**src/rtl/dcv_pkg.sv**
```systemverilog
package dcv_pkg;
    localparam int NCH     = 2;
    localparam int DW      = 14;
    localparam int LW      = 16;
    localparam int CIC_N   = 2;
    localparam int RLOG    = 8;
    localparam int PH_MOD  = 33;
    localparam int PH_STEP = 7;

    localparam int RMAX = 1 << RLOG;
    localparam int DECW = RLOG + 1;
    localparam int PW   = DW + 1;
    localparam int AW   = PW + CIC_N * RLOG;
    localparam int NW   = 2 * NCH;
    localparam int TAGW = $clog2(NW);
    localparam int CHW  = (NCH > 1) ? $clog2(NCH) : 1;
    localparam int PHW  = $clog2(PH_MOD);

    localparam longint UNIT_CIRC = 360 * PH_MOD;
    localparam longint UNIT_HALF = 180 * PH_MOD;
    localparam longint UNIT_QRT  = 90 * PH_MOD;
    localparam longint BH_DEN    = 40500 * PH_MOD * PH_MOD;
    localparam longint LO_AMP    = (1 << (LW - 1)) - 1;

    typedef logic signed [AW-1:0] acc_t;
    typedef logic signed [LW-1:0] lo_t;

    typedef struct packed {
        logic [CHW-1:0] ch;
        logic           q;
        acc_t           val;
    } word_t;

    // rational sine approximation on the positive half cycle
    function automatic longint half_sine(longint b);
        longint p;
        p = b * (UNIT_HALF - b);
        return (4 * p * LO_AMP + (BH_DEN - p) / 2) / (BH_DEN - p);
    endfunction

    // table entry: quad=1 sine, quad=0 cosine
    function automatic int lo_entry(int idx, bit quad);
        longint a;
        a = (longint'(idx) * 360 + (quad ? 0 : UNIT_QRT)) % UNIT_CIRC;
        if (a <= UNIT_HALF) return int'(half_sine(a));
        return -int'(half_sine(a - UNIT_HALF));
    endfunction
endpackage

```
**src/rtl/dcv_lo.sv**
```systemverilog
module dcv_lo
    import dcv_pkg::*;
(
    input  logic clk_i,
    input  logic rst_i,
    output lo_t  cos_o,
    output lo_t  sin_o
);
    logic [PHW-1:0] ph;
    lo_t cos_rom [PH_MOD];
    lo_t sin_rom [PH_MOD];

    for (genvar k = 0; k < PH_MOD; k++) begin : g_rom
        assign cos_rom[k] = LW'(lo_entry(k, 1'b0));
        assign sin_rom[k] = LW'(lo_entry(k, 1'b1));
    end

    always_ff @(posedge clk_i) begin
        if (rst_i)
            ph <= '0;
        else if (ph >= PHW'(PH_MOD - PH_STEP))
            ph <= ph - PHW'(PH_MOD - PH_STEP);
        else
            ph <= ph + PHW'(PH_STEP);
    end

    assign cos_o = cos_rom[ph];
    assign sin_o = sin_rom[ph];
endmodule

```
**src/rtl/dcv_integ.sv**
```systemverilog
module dcv_integ
    import dcv_pkg::*;
(
    input  logic                 clk_i,
    input  logic                 rst_i,
    input  logic signed [PW-1:0] prod_i,
    output acc_t                 acc_o
);
    acc_t st [CIC_N];

    always_ff @(posedge clk_i) begin
        if (rst_i) st[0] <= '0;
        else       st[0] <= st[0] + AW'(prod_i);
    end

    for (genvar s = 1; s < CIC_N; s++) begin : g_stage
        always_ff @(posedge clk_i) begin
            if (rst_i) st[s] <= '0;
            else       st[s] <= st[s] + st[s-1];
        end
    end

    assign acc_o = st[CIC_N-1];
endmodule

```
**src/rtl/dcv_belt.sv**
```systemverilog
module dcv_belt
    import dcv_pkg::*;
(
    input  logic               clk_i,
    input  logic               rst_i,
    input  logic [DECW-1:0]    dec_i,
    input  acc_t [NW-1:0]      integ_i,
    output logic               valid_o,
    output word_t              word_o
);
    logic [DECW-1:0] r_eff;
    logic [DECW-1:0] dcnt;
    logic [TAGW-1:0] idx;
    logic            busy;
    logic            last;
    logic            tick;
    acc_t            chain [NW];

    always_comb begin
        if (dec_i < DECW'(NW))        r_eff = DECW'(NW);
        else if (dec_i > DECW'(RMAX)) r_eff = DECW'(RMAX);
        else                          r_eff = dec_i;
    end

    assign last = busy && (idx == TAGW'(NW - 1));
    assign tick = (dcnt >= r_eff - 1'b1) && (!busy || last);

    always_ff @(posedge clk_i) begin
        if (rst_i)     dcnt <= '0;
        else if (tick) dcnt <= '0;
        else           dcnt <= dcnt + 1'b1;
    end

    always_ff @(posedge clk_i) begin
        if (rst_i) begin
            busy <= 1'b0;
            idx  <= '0;
            for (int k = 0; k < NW; k++) chain[k] <= '0;
        end else if (tick) begin
            busy <= 1'b1;
            idx  <= '0;
            for (int k = 0; k < NW; k++) chain[k] <= integ_i[k];
        end else if (busy) begin
            idx  <= idx + 1'b1;
            busy <= !last;
            for (int k = 0; k < NW - 1; k++) chain[k] <= chain[k+1];
            chain[NW-1] <= '0;
        end
    end

    assign valid_o    = busy;
    assign word_o.val = chain[0];
    assign word_o.ch  = CHW'(idx >> 1);
    assign word_o.q   = idx[0];
endmodule

```
**src/rtl/dcv_comb_stage.sv**
```systemverilog
module dcv_comb_stage
    import dcv_pkg::*;
(
    input  logic  clk_i,
    input  logic  rst_i,
    input  logic  valid_i,
    input  word_t word_i,
    output logic  valid_o,
    output word_t word_o
);
    acc_t dly [NW];

    always_ff @(posedge clk_i) begin
        if (rst_i) begin
            valid_o <= 1'b0;
            word_o  <= '0;
            for (int k = 0; k < NW; k++) dly[k] <= '0;
        end else begin
            valid_o <= valid_i;
            if (valid_i) begin
                word_o.val <= word_i.val - dly[0];
                word_o.ch  <= word_i.ch;
                word_o.q   <= word_i.q;
                for (int k = 0; k < NW - 1; k++) dly[k] <= dly[k+1];
                dly[NW-1] <= word_i.val;
            end
        end
    end
endmodule

```
**src/rtl/dcv_downconv.sv**
```systemverilog
module dcv_downconv
    import dcv_pkg::*;
(
    input  logic                clk_i,
    input  logic                rst_i,
    input  logic [DECW-1:0]     dec_i,
    input  logic [NCH*DW-1:0]   adc_i,
    output logic                out_valid_o,
    output logic [CHW-1:0]      out_ch_o,
    output logic                out_q_o,
    output logic [AW-1:0]       out_data_o
);
    localparam int FW = DW + LW;

    lo_t          lo_cos, lo_sin;
    acc_t [NW-1:0] integ;
    logic         cv [CIC_N+1];
    word_t        cw [CIC_N+1];

    dcv_lo u_lo (
        .clk_i (clk_i),
        .rst_i (rst_i),
        .cos_o (lo_cos),
        .sin_o (lo_sin)
    );

    for (genvar c = 0; c < NCH; c++) begin : g_ch
        logic signed [DW-1:0] smp;
        logic signed [FW-1:0] full_i, full_q;
        logic signed [PW-1:0] prod_i, prod_q;

        assign smp    = $signed(adc_i[c*DW +: DW]);
        assign full_i = smp * lo_cos;
        assign full_q = smp * lo_sin;

        always_ff @(posedge clk_i) begin
            if (rst_i) begin
                prod_i <= '0;
                prod_q <= '0;
            end else begin
                prod_i <= full_i[FW-1 -: PW];
                prod_q <= full_q[FW-1 -: PW];
            end
        end

        dcv_integ u_int_i (
            .clk_i  (clk_i),
            .rst_i  (rst_i),
            .prod_i (prod_i),
            .acc_o  (integ[2*c])
        );
        dcv_integ u_int_q (
            .clk_i  (clk_i),
            .rst_i  (rst_i),
            .prod_i (prod_q),
            .acc_o  (integ[2*c+1])
        );
    end

    dcv_belt u_belt (
        .clk_i   (clk_i),
        .rst_i   (rst_i),
        .dec_i   (dec_i),
        .integ_i (integ),
        .valid_o (cv[0]),
        .word_o  (cw[0])
    );

    for (genvar s = 0; s < CIC_N; s++) begin : g_comb
        dcv_comb_stage u_stage (
            .clk_i   (clk_i),
            .rst_i   (rst_i),
            .valid_i (cv[s]),
            .word_i  (cw[s]),
            .valid_o (cv[s+1]),
            .word_o  (cw[s+1])
        );
    end

    assign out_valid_o = cv[CIC_N];
    assign out_ch_o    = cw[CIC_N].ch;
    assign out_q_o     = cw[CIC_N].q;
    assign out_data_o  = cw[CIC_N].val;
endmodule

```
**config.mk**
```make
export PLATFORM = sky130hd
export DESIGN_NAME = dcv_downconv
export DESIGN_NICKNAME = d
export VERILOG_FILES = /design/src/rtl/dcv_pkg.sv /design/src/rtl/dcv_lo.sv /design/src/rtl/dcv_integ.sv /design/src/rtl/dcv_belt.sv /design/src/rtl/dcv_comb_stage.sv /design/src/rtl/dcv_downconv.sv
export SDC_FILE = /design/constraint.sdc
export NUM_CORES = 2
export LEC_CHECK = 0
export BUFFER_PORTS_ARGS = -buffer_cell sky130_fd_sc_hd__buf_2
export CAP_MARGIN = 40
export CORE_MARGIN = 1
export CORE_UTILIZATION = 66
export DETAILED_ROUTE_END_ITERATION = 10
export PLACE_DENSITY = 0.93
export SLEW_MARGIN = 10
export SYNTH_ARGS = -nofsm -noshare
export SYNTH_HDL_FRONTEND = slang
export SYNTH_SLANG_ARGS = --single-unit
```
**constraint.sdc**
```tcl
create_clock -name clk_i -period 10.4 [get_ports clk_i]
set_input_delay 1.04 -clock clk_i [delete_from_list [all_inputs] [get_ports clk_i]]
set_output_delay 1.04 -clock clk_i [all_outputs]
set_load 0.1 [all_outputs]
```
==> flow_summary.json <==
{
  "critPathMaxStageDelay_ps": 780,
  "initial_core_util_pct": 66.9,
  "crit_arrival_ps": 10320,
  "fin_tns_setup_ps": 0,
  "grt_pass1_vias": 61400,
  "cts_buffers": 78,
  "fin_nets": 9150,
  "track_usage_pct": 33.7,
  "cts_tree": "built",
  "cts_root_buf": "clkbuf_16",
  "synthDominantCellAreaShare_pct": 24.1,
  "crit_fanout": 21,
  "drt-vias-per-instance": 6.25,
  "finalHoldViolCount": 0,
  "worst_ep_required_time_ps": 10930,
  "synth-seq-cells": 766,
  "die_y_um": 335,
  "slowest_stage": "dfxtp_1",
  "maxSlewViolCount": 0,
  "synth.most_common_cell": "inv_1",
  "fp.coreArea_um2": 109000,
  "hpwl_um": 132000,
  "fin_skew_ps": 36.0,
  "tightestPinTransition_ps": 1190,
  "cts_setup_buffers": 0,
  "firstDrtPassIters": 7,
  "max_freq_mhz": 102,
  "ys_warn_count": 0,
  "row_count": 121,
  "yosys-top-cells-area": "fa_1 (24%), edfxtp_1 (14%), dfxtp_1 (12%), ha_1 (10%), inv_1 (5.9%)",
  "io_pins": 73,
  "setup_viol": 0,
  "grt_max_degree": 211,
  "ys_dominant_reg_cell": "dfxtp_1",
  "drc": 0,
  "synth-edff-count": 341,
  "synth_cell_type_count": 88,
  "clock_sinks": 766,
  "gp_congestion": 0.949,
  "ant_nets": 0,
  "hold_path_class": "register to register",
  "die_w_um": 335,
  "fillers": 6938,
  "htreeDepth": 3,
  "insertion_delay_ps": 670,
  "drt-initial-drc-count": 5885,
  "cap_violations": 0,
  "crit_top_cell": "fa_1",
  "status": "finished, final reports clean",
  "port_buffers": 72,
  "multi_input_area_um2": 48700,
  "drive_above_1_share_pct": 4.68,
  "area_growth_pct": 5.67,
  "min_period_over_period_pct": 94.2,
  "synth.cell_area_um2": 73200,
  "ctsResizeCount": 0,
  "synth_area_per_cell_um2": 9.42,
  "syn-num-nets": 9291,
  "synthTopCellsByCount": "inv_1 (1,145), fa_1 (882), nand2_1 (646)",
  "async_reset_ff_share_pct": 0,
  "synth_cells": 7768,
  "max_slew_margin_pct": 20.7,
  "endpoint_kind": "register",
  "yosysSeqAreaShare_pct": 25.6,
  "yosys.area.top_type": "fa_1",
  "clk_pin_slew_ps": 60,
  "via_count": 57300,
  "rsz0062_at_grt": "false",
  "path_class": "register to register",
  "cp-start-kind": "register",
  "regArea_um2": 18800,
  "drt-total-wl_um": 187000,
  "drt-wirelength-per-cell_um": 20.4,
  "overflow": 0,
  "grt_pass1_wl_um": 304000,
  "holdBufCountCts": 0,
  "grt_antenna_before_repair": 2,
  "timing.final.crit_period_ps": 9790,
  "dieArea_um2": 112000,
  "cts_buffer_depth": 3
}
[cell usage in the layout (no fill, tap or decap), types with 21 or more instances in the layout]
cell type | synthesis | routed
xnor2_1 | 195 | 195
a211oi_1 | 50 | 49
and2_1 | 574 | 574
clkbuf_16 | 0 | 80
and3_1 | 158 | 158
mux2i_1 | 31 | 31
nand3_1 | 120 | 120
inv_1 | 1145 | 1142
ha_1 | 602 | 602
o21ai_0 | 220 | 220
xor2_1 | 130 | 130
a21oi_1 | 333 | 330
nand3b_1 | 41 | 41
buf_4 | 31 | 70
o211ai_1 | 32 | 32
dfxtp_1 | 425 | 422
o21bai_1 | 46 | 45
nor3_1 | 116 | 110
a31oi_1 | 41 | 41
nand2_1 | 646 | 646
nor2b_1 | 80 | 80
a21o_1 | 176 | 176
buf_2 | 1 | 71
edfxtp_1 | 341 | 341
o21a_1 | 41 | 41
or3_1 | 33 | 33
fa_1 | 882 | 882
nand2b_1 | 65 | 64
nor2_1 | 482 | 480
a22o_1 | 37 | 37
nand4_1 | 54 | 54
a2bb2oi_1 | 21 | 21
[kinds of logic (layout without fill, tap and decap cells)]
group	after synthesis	count (layout)	share of synthesized area [%]
and+or+nand+nor	2423	2423	16.6
buffers and inverters	1525	1449	7.99
adders and majority gates	1484	1484	34.4
AOI/OAI and AO/OA	1197	1197	10.7
DFF	766	766	25.6
xor gates and xnor gates	325	325	3.89
muxes	48	48	0.747
other	0	2	0
[worst paths after layout]
check / cells past startpoint / to / slack, ps / from
max: 30 / g_ch[1].prod_q[14]$_SDFF_PP0_ / 610 / u_lo.ph[1]$_SDFF_PP0_
min: 2 / g_comb[1].u_stage.word_o[14]$_SDFFE_PP0P_ / 450 / g_comb[1].u_stage.word_o[14]$_SDFFE_PP0P_
max reg2reg: 30 / g_ch[1].prod_q[14]$_SDFF_PP0_ / 610 / u_lo.ph[1]$_SDFF_PP0_
min reg2reg: 2 / g_comb[1].u_stage.word_o[14]$_SDFFE_PP0P_ / 450 / g_comb[1].u_stage.word_o[14]$_SDFFE_PP0P_
[sequential cells by signal, indices dropped and copies added (netlist names), 6 cells and up]
name	count
u_belt.dcnt	9
g_comb.u_stage.word_o	66
g_ch.prod_i	30
u_belt.chain	124
g_ch.u_int_i.st	124
g_ch.u_int_q.st	124
g_ch.prod_q	30
g_comb.u_stage.dly	248
u_lo.ph	6
[metrics by stage]
stage / std cells / area, um^2 / utilization [%] / worst slack, ps / hold WS (ps)
after floorplan: 7768 / 73200 / - / 1610 / 426
after global placement: 9012 / 74600 / 68.1 / 1190 / 431
after detailed placement: 9022 / 74800 / 68.3 / 800 / 437
after CTS: 9167 / 77300 / 70.7 / 785 / 451
after global routing: 9168 / 77300 / 70.7 / 244 / 488
final: 9170 / 77400 / 70.7 / 607 / 449
[metal layers]
layer	track usage, %	up-vias	part of all wire (%)
met5	0	-	0
met4	18.4	0	6.2
met3	6.39	990	9.6
met2	58.4	3395	49
met1	39.3	27800	36
li1	-	25100	-
[worst max-delay path, delay by kind of cell (launching register included)]
family / cells / cell delay (ps)
simple gates: 5 / 1060
flops: 1 / 780
buf+inv: 5 / 940
xor+xnor: 1 / 170
compound gates: 11 / 2650
fa+ha+maj: 8 / 4030
[final cells by class]
| type | count | share of cell area (%) |
|---|---|---|
| Antenna cell | 2 | 0.00647 |
| Clock buffer | 107 | 2.81 |
| Clock inverter | 38 | 0.521 |
| Inverter | 1151 | 5.60 |
| Multi-Input combinational cell | 5477 | 63.0 |
| Sequential cell | 766 | 24.2 |
| Tap cell | 1476 | 2.39 |
| Timing Repair Buffer | 153 | 1.45 |
Power is left out: the tool's default activity adds up to more than one toggle a clock period on the data nets, which glitch-free logic cannot reach.
